<file path="config.mk">
export PLATFORM = sky130hd
export DESIGN_NAME = updc_ctrl
export DESIGN_NICKNAME = d
export VERILOG_FILES = /design/src/rtl/updc_pkg.sv /design/src/rtl/updc_store.sv /design/src/rtl/updc_snoop.sv /design/src/rtl/updc_master.sv /design/src/rtl/updc_ctrl.sv
export SDC_FILE = /design/constraint.sdc
export NUM_CORES = 1
export LEC_CHECK = 0
export BUFFER_PORTS_ARGS = -buffer_cell sky130_fd_sc_hd__buf_2
export CORE_AREA = 2 2 117 119
export DETAILED_ROUTE_END_ITERATION = 8
export DIE_AREA = 0 0 119 121
export PLACE_DENSITY = 0.75
export SLEW_MARGIN = 0
export SYNTH_ARGS = -nofsm -noshare
export SYNTH_HDL_FRONTEND = slang
export SYNTH_SLANG_ARGS = --single-unit
</file>
<file path="constraint.sdc">
create_clock -name clk -period 8.47 [get_ports clk]
set_input_delay 0.847 -clock clk [delete_from_list [all_inputs] [get_ports clk]]
set_output_delay 0.847 -clock clk [all_outputs]
set_load 0.03 [all_outputs]
</file>
<file path="src/rtl/updc_pkg.sv">
package updc_pkg;
  typedef enum logic [2:0] {
    LN_NP = 3'd0,
    LN_EC = 3'd1,
    LN_SC = 3'd2,
    LN_SM = 3'd3,
    LN_MD = 3'd4
  } line_st_e;

  typedef enum logic [1:0] {
    BC_IDLE = 2'd0,
    BC_READ = 2'd1,
    BC_UPD  = 2'd2,
    BC_WB   = 2'd3
  } bus_cmd_e;

  typedef enum logic [1:0] {
    MS_IDLE = 2'd0,
    MS_BUSY = 2'd1,
    MS_ACK  = 2'd2
  } mst_fsm_e;
endpackage

</file>
<file path="src/rtl/updc_store.sv">
module updc_store
  import updc_pkg::*;
#(
  parameter int TAG_W = 2,
  parameter int IDX_W = 2,
  parameter int OFS_W = 1,
  parameter int DW    = 8
) (
  input  logic                        clk,
  input  logic                        rst_n,
  input  logic [IDX_W-1:0]            a_idx,
  output line_st_e                    a_st,
  output logic [TAG_W-1:0]            a_tag,
  output logic [(DW<<OFS_W)-1:0]      a_line,
  input  logic [IDX_W-1:0]            b_idx,
  output line_st_e                    b_st,
  output logic [TAG_W-1:0]            b_tag,
  output logic [(DW<<OFS_W)-1:0]      b_line,
  input  logic                        w_en,
  input  logic [IDX_W-1:0]            w_idx,
  input  line_st_e                    w_st,
  input  logic                        w_tag_en,
  input  logic [TAG_W-1:0]            w_tag,
  input  logic                        w_line_en,
  input  logic [(DW<<OFS_W)-1:0]      w_line,
  input  logic                        w_word_en,
  input  logic [OFS_W-1:0]            w_ofs,
  input  logic [DW-1:0]               w_word
);
  localparam int NSET = 1 << IDX_W;
  localparam int LW   = DW << OFS_W;

  line_st_e         st_q   [NSET];
  logic [TAG_W-1:0] tag_q  [NSET];
  logic [LW-1:0]    line_q [NSET];

  for (genvar s = 0; s < NSET; s++) begin : g_set
    logic sel;
    assign sel = w_en && (w_idx == IDX_W'(s));

    always_ff @(posedge clk or negedge rst_n) begin
      if (!rst_n)   st_q[s] <= LN_NP;
      else if (sel) st_q[s] <= w_st;
    end

    always_ff @(posedge clk) begin
      if (sel && w_tag_en) tag_q[s] <= w_tag;
    end

    always_ff @(posedge clk) begin
      if (sel) begin
        if (w_line_en)      line_q[s] <= w_line;
        else if (w_word_en) line_q[s][int'(w_ofs)*DW +: DW] <= w_word;
      end
    end
  end

  assign a_st   = st_q[a_idx];
  assign a_tag  = tag_q[a_idx];
  assign a_line = line_q[a_idx];
  assign b_st   = st_q[b_idx];
  assign b_tag  = tag_q[b_idx];
  assign b_line = line_q[b_idx];
endmodule

</file>
<file path="src/rtl/updc_snoop.sv">
module updc_snoop
  import updc_pkg::*;
#(
  parameter int TAG_W = 2,
  parameter int DW    = 8,
  parameter int LW    = 16
) (
  input  logic             bus_gnt,
  input  logic [1:0]       snp_cmd,
  input  logic [TAG_W-1:0] snp_tag,
  input  line_st_e         b_st,
  input  logic [TAG_W-1:0] b_tag,
  input  logic [LW-1:0]    b_line,
  output logic             snoop_act,
  output logic             shr_out,
  output logic             own_out,
  output logic [LW-1:0]    own_line,
  output logic             sw_en,
  output line_st_e         sw_st,
  output logic             sw_word_en
);
  logic hit;
  assign snoop_act = (bus_cmd_e'(snp_cmd) != BC_IDLE) && !bus_gnt;
  assign hit       = (b_st != LN_NP) && (b_tag == snp_tag);
  assign own_line  = b_line;

  always_comb begin
    shr_out    = 1'b0;
    own_out    = 1'b0;
    sw_en      = 1'b0;
    sw_st      = b_st;
    sw_word_en = 1'b0;
    if (snoop_act && hit) begin
      unique case (bus_cmd_e'(snp_cmd))
        BC_READ: begin
          shr_out = 1'b1;
          if (b_st == LN_MD || b_st == LN_SM) begin
            own_out = 1'b1;
            sw_en   = 1'b1;
            sw_st   = LN_SM;
          end else if (b_st == LN_EC) begin
            sw_en = 1'b1;
            sw_st = LN_SC;
          end
        end
        BC_UPD: begin
          shr_out = 1'b1;
          if (b_st == LN_SC || b_st == LN_SM) begin
            sw_en      = 1'b1;
            sw_word_en = 1'b1;
            sw_st      = LN_SC;
          end
        end
        default: ;
      endcase
    end
  end
endmodule

</file>
<file path="src/rtl/updc_master.sv">
module updc_master
  import updc_pkg::*;
#(
  parameter int TAG_W = 2,
  parameter int IDX_W = 2,
  parameter int OFS_W = 1,
  parameter int DW    = 8
) (
  input  logic                   clk,
  input  logic                   rst_n,
  input  logic                   cpu_req,
  input  logic                   cpu_we,
  input  logic [TAG_W+IDX_W+OFS_W-1:0] cpu_addr,
  input  logic [DW-1:0]          cpu_wdata,
  output logic                   cpu_done,
  output logic [DW-1:0]          cpu_rdata,
  input  logic                   bus_gnt,
  input  logic                   shr_in,
  input  logic [(DW<<OFS_W)-1:0] fill_line,
  input  logic                   snoop_act,
  input  line_st_e               a_st,
  input  logic [TAG_W-1:0]       a_tag,
  input  logic [(DW<<OFS_W)-1:0] a_line,
  output logic                   bus_req,
  output bus_cmd_e               mst_cmd,
  output logic [TAG_W+IDX_W+OFS_W-1:0] mst_addr,
  output logic [(DW<<OFS_W)-1:0] mst_line,
  output logic [DW-1:0]          mst_word,
  output logic                   mwr_en,
  output line_st_e               mwr_st,
  output logic                   mwr_tag_en,
  output logic [TAG_W-1:0]       mwr_tag,
  output logic                   mwr_line_en,
  output logic [(DW<<OFS_W)-1:0] mwr_line,
  output logic                   mwr_word_en,
  output logic [DW-1:0]          mwr_word
);
  localparam int AW = TAG_W + IDX_W + OFS_W;
  localparam int LW = DW << OFS_W;

  mst_fsm_e         fsm_q, fsm_d;
  logic [DW-1:0]    rdata_q, rdata_d;
  logic             rdata_en;

  logic [TAG_W-1:0] c_tag;
  logic [IDX_W-1:0] c_idx;
  logic [OFS_W-1:0] c_ofs;
  logic             present, hit, dirty_vict, shared_ln;
  logic [DW-1:0]    hit_word, fill_word;
  logic [LW-1:0]    fill_mrg;

  assign c_tag      = cpu_addr[AW-1 -: TAG_W];
  assign c_idx      = cpu_addr[OFS_W +: IDX_W];
  assign c_ofs      = cpu_addr[OFS_W-1:0];
  assign present    = (a_st != LN_NP);
  assign hit        = present && (a_tag == c_tag);
  assign dirty_vict = present && !hit && (a_st == LN_MD || a_st == LN_SM);
  assign shared_ln  = (a_st == LN_SC || a_st == LN_SM);
  assign hit_word   = a_line[int'(c_ofs)*DW +: DW];
  assign fill_word  = fill_line[int'(c_ofs)*DW +: DW];

  always_comb begin
    fill_mrg = fill_line;
    fill_mrg[int'(c_ofs)*DW +: DW] = cpu_wdata;
  end

  always_comb begin
    fsm_d       = fsm_q;
    rdata_en    = 1'b0;
    rdata_d     = rdata_q;
    mst_cmd     = BC_IDLE;
    mst_addr    = '0;
    mst_line    = '0;
    mst_word    = '0;
    mwr_en      = 1'b0;
    mwr_st      = a_st;
    mwr_tag_en  = 1'b0;
    mwr_tag     = c_tag;
    mwr_line_en = 1'b0;
    mwr_line    = fill_line;
    mwr_word_en = 1'b0;
    mwr_word    = cpu_wdata;
    unique case (fsm_q)
      MS_IDLE: begin
        if (cpu_req && !snoop_act) begin
          if (hit && !cpu_we) begin
            rdata_en = 1'b1;
            rdata_d  = hit_word;
            fsm_d    = MS_ACK;
          end else if (hit && (a_st == LN_EC || a_st == LN_MD)) begin
            mwr_en      = 1'b1;
            mwr_word_en = 1'b1;
            mwr_st      = LN_MD;
            fsm_d       = MS_ACK;
          end else begin
            fsm_d = MS_BUSY;
          end
        end
      end
      MS_BUSY: begin
        if (bus_gnt) begin
          if (dirty_vict) begin
            mst_cmd  = BC_WB;
            mst_addr = {a_tag, c_idx, {OFS_W{1'b0}}};
            mst_line = a_line;
            mwr_en   = 1'b1;
            mwr_st   = LN_NP;
          end else if (!hit) begin
            mst_cmd     = BC_READ;
            mst_addr    = {c_tag, c_idx, {OFS_W{1'b0}}};
            mwr_en      = 1'b1;
            mwr_tag_en  = 1'b1;
            mwr_line_en = 1'b1;
            if (!cpu_we) begin
              mwr_st   = shr_in ? LN_SC : LN_EC;
              rdata_en = 1'b1;
              rdata_d  = fill_word;
              fsm_d    = MS_ACK;
            end else if (shr_in) begin
              mwr_st = LN_SC;
            end else begin
              mwr_st   = LN_MD;
              mwr_line = fill_mrg;
              fsm_d    = MS_ACK;
            end
          end else if (cpu_we && shared_ln) begin
            mst_cmd     = BC_UPD;
            mst_addr    = cpu_addr;
            mst_word    = cpu_wdata;
            mwr_en      = 1'b1;
            mwr_word_en = 1'b1;
            mwr_st      = shr_in ? LN_SM : LN_MD;
            fsm_d       = MS_ACK;
          end else if (cpu_we) begin
            mwr_en      = 1'b1;
            mwr_word_en = 1'b1;
            mwr_st      = LN_MD;
            fsm_d       = MS_ACK;
          end else begin
            rdata_en = 1'b1;
            rdata_d  = hit_word;
            fsm_d    = MS_ACK;
          end
        end
      end
      default: fsm_d = MS_IDLE;
    endcase
  end

  always_ff @(posedge clk or negedge rst_n) begin
    if (!rst_n) fsm_q <= MS_IDLE;
    else        fsm_q <= fsm_d;
  end

  always_ff @(posedge clk or negedge rst_n) begin
    if (!rst_n)        rdata_q <= '0;
    else if (rdata_en) rdata_q <= rdata_d;
  end

  assign bus_req   = (fsm_q == MS_BUSY);
  assign cpu_done  = (fsm_q == MS_ACK);
  assign cpu_rdata = rdata_q;
endmodule

</file>
<file path="src/rtl/updc_ctrl.sv">
module updc_ctrl
  import updc_pkg::*;
#(
  parameter int TAG_W = 2,
  parameter int IDX_W = 2,
  parameter int OFS_W = 1,
  parameter int DW    = 8,
  localparam int AW   = TAG_W + IDX_W + OFS_W,
  localparam int LW   = DW << OFS_W
) (
  input  logic          clk,
  input  logic          rst_n,
  input  logic          cpu_req,
  input  logic          cpu_we,
  input  logic [AW-1:0] cpu_addr,
  input  logic [DW-1:0] cpu_wdata,
  output logic          cpu_done,
  output logic [DW-1:0] cpu_rdata,
  output logic          bus_req,
  input  logic          bus_gnt,
  output logic [1:0]    mst_cmd,
  output logic [AW-1:0] mst_addr,
  output logic [LW-1:0] mst_line,
  output logic [DW-1:0] mst_word,
  input  logic [1:0]    snp_cmd,
  input  logic [AW-1:0] snp_addr,
  input  logic [DW-1:0] snp_word,
  input  logic          shr_in,
  output logic          shr_out,
  output logic          own_out,
  output logic [LW-1:0] own_line,
  input  logic [LW-1:0] fill_line
);
  line_st_e         a_st, b_st, sw_st, mwr_st, w_st;
  logic [TAG_W-1:0] a_tag, b_tag, mwr_tag;
  logic [LW-1:0]    a_line, b_line, mwr_line;
  logic             snoop_act, sw_en, sw_word_en;
  logic             mwr_en, mwr_tag_en, mwr_line_en, mwr_word_en;
  logic [DW-1:0]    mwr_word;
  bus_cmd_e         cmd_e;
  logic             w_en, w_word_en;
  logic [IDX_W-1:0] w_idx;
  logic [OFS_W-1:0] w_ofs;
  logic [DW-1:0]    w_word;

  updc_master #(.TAG_W(TAG_W), .IDX_W(IDX_W), .OFS_W(OFS_W), .DW(DW)) u_mst (
    .clk(clk), .rst_n(rst_n),
    .cpu_req(cpu_req), .cpu_we(cpu_we), .cpu_addr(cpu_addr), .cpu_wdata(cpu_wdata),
    .cpu_done(cpu_done), .cpu_rdata(cpu_rdata),
    .bus_gnt(bus_gnt), .shr_in(shr_in), .fill_line(fill_line), .snoop_act(snoop_act),
    .a_st(a_st), .a_tag(a_tag), .a_line(a_line),
    .bus_req(bus_req), .mst_cmd(cmd_e), .mst_addr(mst_addr), .mst_line(mst_line),
    .mst_word(mst_word),
    .mwr_en(mwr_en), .mwr_st(mwr_st), .mwr_tag_en(mwr_tag_en), .mwr_tag(mwr_tag),
    .mwr_line_en(mwr_line_en), .mwr_line(mwr_line), .mwr_word_en(mwr_word_en),
    .mwr_word(mwr_word)
  );
  assign mst_cmd = cmd_e;

  updc_snoop #(.TAG_W(TAG_W), .DW(DW), .LW(LW)) u_snp (
    .bus_gnt(bus_gnt), .snp_cmd(snp_cmd), .snp_tag(snp_addr[AW-1 -: TAG_W]),
    .b_st(b_st), .b_tag(b_tag), .b_line(b_line),
    .snoop_act(snoop_act), .shr_out(shr_out), .own_out(own_out), .own_line(own_line),
    .sw_en(sw_en), .sw_st(sw_st), .sw_word_en(sw_word_en)
  );

  assign w_en      = snoop_act ? sw_en      : mwr_en;
  assign w_idx     = snoop_act ? snp_addr[OFS_W +: IDX_W] : cpu_addr[OFS_W +: IDX_W];
  assign w_st      = snoop_act ? sw_st      : mwr_st;
  assign w_word_en = snoop_act ? sw_word_en : mwr_word_en;
  assign w_ofs     = snoop_act ? snp_addr[OFS_W-1:0] : cpu_addr[OFS_W-1:0];
  assign w_word    = snoop_act ? snp_word   : mwr_word;

  updc_store #(.TAG_W(TAG_W), .IDX_W(IDX_W), .OFS_W(OFS_W), .DW(DW)) u_store (
    .clk(clk), .rst_n(rst_n),
    .a_idx(cpu_addr[OFS_W +: IDX_W]), .a_st(a_st), .a_tag(a_tag), .a_line(a_line),
    .b_idx(snp_addr[OFS_W +: IDX_W]), .b_st(b_st), .b_tag(b_tag), .b_line(b_line),
    .w_en(w_en), .w_idx(w_idx), .w_st(w_st),
    .w_tag_en(!snoop_act && mwr_tag_en), .w_tag(mwr_tag),
    .w_line_en(!snoop_act && mwr_line_en), .w_line(mwr_line),
    .w_word_en(w_word_en), .w_ofs(w_ofs), .w_word(w_word)
  );
endmodule

</file>
# == After elaboration in Yosys (flattened, before gate mapping) ==
# Memories as Yosys holds them, arrays and structs flattened.
# Index checks and enable logic that the tools add are counted.
# word_totals
inputBits,50
reg_bits,22
output_inout_bits,59
ramBits,72
word_cells,371
mem_count,2
# classes
add_sub_neg,2
n_shift,6
mux,219
n_reduce_logical,43
bitwise,66
eq_ne,25
magnitude_cmp,2
# memory_table
name,depth,width,rd,rd_ports_with_merged_regs,wr,line,source
u_store.line_q,4,16,2,0,1,updc_store.sv:35,logic [LW-1:0] line_q [NSET];
u_store.tag_q,4,2,2,0,1,updc_store.sv:34,logic [TAG_W-1:0] tag_q [NSET];
# op_table
operator,count
16-bit 2-to-1 mux,19
1-bit 2-to-1 mux,126
8-bit 2-to-1 mux,14
4-bit negator with 33-bit output,2
"8-bit by 33-bit variable shift with 16-bit output, first input constant",2
8-bit by 33-bit variable part select with 16-bit output,2
1-bit bitwise OR,64
3-bit 2-to-1 mux,20
2-bit 2-to-1 mux,24
16-bit OR reduction,3
16-bit by 5-bit variable part select with 8-bit output,2
5-bit 2-to-1 mux,5
1-bit logical AND,19
16-bit bitwise mux,1
8-bit case mux with 2 select lines,1
3-bit binary-select mux with 2-bit select,2
"3-bit by 2-bit equality test with 1-bit output, second input constant",4
3-bit case mux with 2 select lines,2
9-bit AND reduction,1
"2-bit equality test, second input constant",4
1-bit case mux with 2 select lines,4
2-bit OR reduction,4
"2-bit by 1-bit equality test with 1-bit output, second input constant",3
"3-bit by 1-bit equality test with 1-bit output, second input constant",2
other kinds (16),33

# == Logic depth before layout (Yosys ltp) ==
# logic_depth
ltp_word,22
depth_mapped,11
mapped_depth_nobuf,9

# == Hierarchy ==
# From an unflattened synthesis, not the netlist that was laid out.
# unflattened
cells_unflattened,585
area_unflattened_um2,7250.7
# by_module_without_submodules
mod,area_each_um2,seq_area_each_um2,cells_per_inst,n_inst
updc_store,4599.4,2462.4,250,1
updc_master,1943.1,250.2,259,1
updc_snoop,449.2,0.0,56,1
updc_ctrl,259.0,0.0,20,1

# == Worst setup path before layout ==
# No wires, ideal clock.
# synth_path
path_kind,input to output
startpoint,in cpu_addr[1]
endpoint,out mst_line[10]
t_arrival_ps,3200
path_stages,9
setup_slack_ps,4423
path_buffers,4
required_ps,7623
cell_sequence,buf_6 > mux4_2 > clkbuf_1 > or3b_1 > a2bb2o_1 > buf_2 > nor2_1 > clkbuf_1 > and2_1
# synth_between
elab_chain_len,12
word_cells_on_any_way,18
classes_between,3 x eq/ne; 6 x mux; 1 x bitwise; 6 x reduce/logical; 2 x memory
# synth_lines
item,line,source
"start, declared",updc_ctrl.sv:15,"input logic [AW-1:0] cpu_addr,"
2-bit NOT with 3-bit output (implied by the code),updc_store.sv:58,assign a_st = st_q[a_idx];
3-bit binary-select mux with 2-bit select,updc_store.sv:58,
3-bit 2-to-1 mux (implied by the code) (2 in a row),updc_store.sv:58,
3-bit nonzero test,updc_master.sv:55,assign present = (a_st != LN_NP);
1-bit logical AND,updc_master.sv:56,assign hit = present && (a_tag == c_tag);
1-bit logical NOT,updc_master.sv:57,assign dirty_vict = present && !hit && (a_st == LN_MD || a_st == LN_SM);
1-bit logical AND (2 in a row),updc_master.sv:57,
16-bit 2-to-1 mux *,updc_master.sv:102,if (dirty_vict) begin
16-bit 2-to-1 mux *,updc_master.sv:101,if (bus_gnt) begin
16-bit 2-to-1 mux *,updc_master.sv:83,unique case (fsm_q)
"end, declared",updc_ctrl.sv:23,"output logic [LW-1:0] mst_line,"
# Mark *: on every way between the ends. The rest lies on a longest branch, timed or not. The select of a mux whose other input is x is not followed.

# == Final worst setup path ==
# layout_path
startpoint,in cpu_addr[1]
endpoint,out mst_line[1]
# Same word-level chain as after synthesis.

==> results.toml <==
[place]
gp_congestion = 0.935
place_ws_ns = 3.24
dpl-instance-area_mm2 = 0.00695
dp_hpwl_um = 13400
place.port_buffers = 108

[critical_path]
critPathMostFrequentCell = "buf_2"
timing.critical_path.fanout_max = 26
r2r_setup_slack_ns = 4.84
crit_type = "input pin to output port"
timing.critical_path.slowest_cell_delay_ns = 0.80
critical_path.top_delay_family = "simple AND/OR/NAND/NOR gates"
crit-reg2reg-capture = "u_store.line_q[2][13]$_DFFE_PP_"
critical_path.endpoint = "mst_line[1]"
worst-path-buf-inv = 2
source_of_the_critical_timing_path = "cpu_addr[1]"
reg2regPathDepth = 7
startpoint_type = "input pin"
endpoint_kind = "output port"
cp_cell_sequence = "buf_2, mux4_2, or3b_1, a2bb2o_1, nor2_1, and2_1, buf_2"
r2r_start = "u_store.st_q[1]$_DFFE_PN0N_"
worstSetupPathDepth = 7
worst-endpoint-required_ns = 7.62
timing.critical_path.arrival_ns = 4.36
crit_slowest_cell = "nor2_1"

[power]
pwr_density_cell_mw_per_mm2 = 225
power.net_switching_w = 0.000602
seqPwrFrac_pct = 37.6
clock_power_share_pct = 25.4
p_sw_share_pct = 36.9
leakage_nw = 2.76
internal-power_w = 0.00103
irDropWorstVdd_mv = 0.0945
portion_of_total_power_attributed_to_combinational_logic_pct = 37.0

[global_routing]
grt_pass1_wl_um = 27800
vias_in_the_first_global_route = 4764
remaining_global_route_overflow = 0
groute.usage.overall_pct = 25.7
grt_max_degree = 27
initial_antenna_violation_count = 0

[timing]
unrepaired_setup_endpoints_after_global_routing = "no"
finalCriticalPeriod_ns = 5.21
finalCritPeriodShare_pct = 61.5
drv_slew = 0
fin_worst_hold_slack_ns = 0.463
finalSetupTns_ns = 0
achievable-frequency_mhz = 192
tightest_slew_ns = 1.02
fin_worst_skew_ns = 0.00921
setup_violations = 0
final_hold_viol_count = 0
slew_headroom_pct = 31.6
setup_slack_ns = 3.26

[floorplanning]
io-pin-count = 109
core_area_mm2 = 0.0131
die-area_mm2 = 0.0144
die_height_um = 121
die_x_um = 119
row_count = 42
start_util_pct = 48.4

[logic_synthesis]
net_count_after_synthesis = 526
synth_sequential_area_ratio_pct = 42.8
synth.area.top_cells = "edfxtp_1, mux4_2, mux2i_1"
synth_top_area_cell = "edfxtp_1"
synth_area_per_inst_um2 = 13.4
post-synth-top-count-cell = "mux2i_1"
post_synth_top_cells = "mux2i_1, edfxtp_1, mux4_2"
synthDistinctLibCells = 60
synth_top_cell_area_share_pct = 34.1
synth-main-ff-cell = "edfxtp_1"
postSynthCellCount = 473
post_synthesis_instance_area_mm2 = 0.00633
yosys_register_bits = 94
synth_enable_flop_cells = 72
synth-async-reset-ratio_pct = 23.4
synth.yosys.warnings = 0

[routing]
top_layer_used = "met4"
m1WireLength_um = 7290
routed_length_on_met3_um = 1540
initialDrtViolationCount = 489
detail-route-antenna-nets = 0
postRouteWirelength_um = 18100
vias_per_cell = 6.42
dr_wl_met2_um = 8880
routed-via-count = 4807
drt_pre_antenna_iters = 5
drc_errors = 0
wire_per_inst_um = 24.2

[cts]
cts_root_buf = "clkbuf_16"
post_cts.resized_instances = 0
clock-sinks = 94
ctsLongestPathBuffers = 2
cts.reportedPaths.clkPinSlew_ns = 0.07
cts-buffers-inserted = 9
number_of_hold_repair_buffers_added_at_the_cts_stage = 0
cts_htree_levels = 3
postCtsSetupBuffers = 0
clk-insertion-delay-late_ns = 0.34
tritoncts = "yes"

[flow_run]
cap_viol_max_count = 0

[final_layout]
layout-area-overhead-vs-synth_pct = 14.4
fin_nets = 621
post_route_cells_drive_above_1_share_pct = 36.3
finalCoreUtilization_pct = 55.4
antenna_cells = 0
design_area_mm2 = 0.00725

[status]
run_status = "completed"

[hold_path]
timing.hold.worst.class = "input pin to asynchronous set/reset pin"
## metal layers
layer  GRT usage (%)  vias to the layer above
met2            41.5                      273
met4            9.08                        0
met3            4.65                       30
li1                -                     2052
met1            35.3                     2452
met5               0                        -
## per-stage QoR
step / power (W) / std cells
2_1_floorplan: 0.00104 / 473
3_3_place_gp: 0.00120 / 733
3_5_place_dp: 0.00121 / 733
4_1_cts: 0.00163 / 749
5_1_grt: 0.00170 / 749
6_report: 0.00163 / 749
## cells in the final DEF, fill, tap and decap left out, types with 7 or more instances in the layout
cell type,n
clkbuf_16,9
a21oi_1,10
a31oi_1,13
inv_1,11
and3_1,7
dfrtp_1,22
nor2_1,22
mux4_2,48
mux2_2,13
edfxtp_1,72
mux2i_1,93
and2_1,29
buf_2,108
nand2_1,13
## worst min-delay path by stage
stage / cells past startpoint / endpoint / slack, ns
after floorplan: 1 / u_store.st_q[5]$_DFFE_PN0P_ / 0.49
after global placement: 1 / u_mst.cpu_rdata[3]$_DFFE_PN0P_ / 0.48
after detailed placement: 1 / u_mst.cpu_rdata[5]$_DFFE_PN0P_ / 0.49
after CTS: 1 / u_store.st_q[2]$_DFFE_PN0N_ / 0.48
after global routing: 1 / u_store.st_q[2]$_DFFE_PN0N_ / 0.50
final: 1 / u_store.st_q[2]$_DFFE_PN0N_ / 0.46
## cell type report
type	instances	area [µm²]
clock inverter	6	71.3
inverter	11	41.3
fill	1095	5840
sequential	94	2710
timing repair buffer	110	556
clock buffer	10	229
multi-input combinational	342	3420
tap	176	220
## power groups by stage
stage | sequential (W) | clock, W | combinational, W
2_1_floorplan | 0.000647 | 0 | 0.000393
3_3_place_gp | 0.000616 | 0 | 0.000582
3_5_place_dp | 0.000621 | 0 | 0.000594
4_1_cts | 0.000611 | 0.000418 | 0.000597
5_1_grt | 0.000620 | 0.000438 | 0.000642
6_report | 0.000612 | 0.000414 | 0.000602
## registers in the layout, indices dropped and copies added (netlist names)
name             count
u_mst.cpu_rdata      8
u_mst.fsm_q          2
u_store.line_q      64
u_store.st_q        12
u_store.tag_q        8
## cell families after synthesis
logic type,Yosys count,synth area share (%)
and+or+nand+nor,126,12.1
adders and majority gates,3,0.593
xor gates and xnor gates,7,0.968
muxes,154,34.1
AOI/OAI and AO/OA,52,6.20
buffers and inverters,37,3.28
DFF,94,42.8
Power figures use the tool's default switching activity.
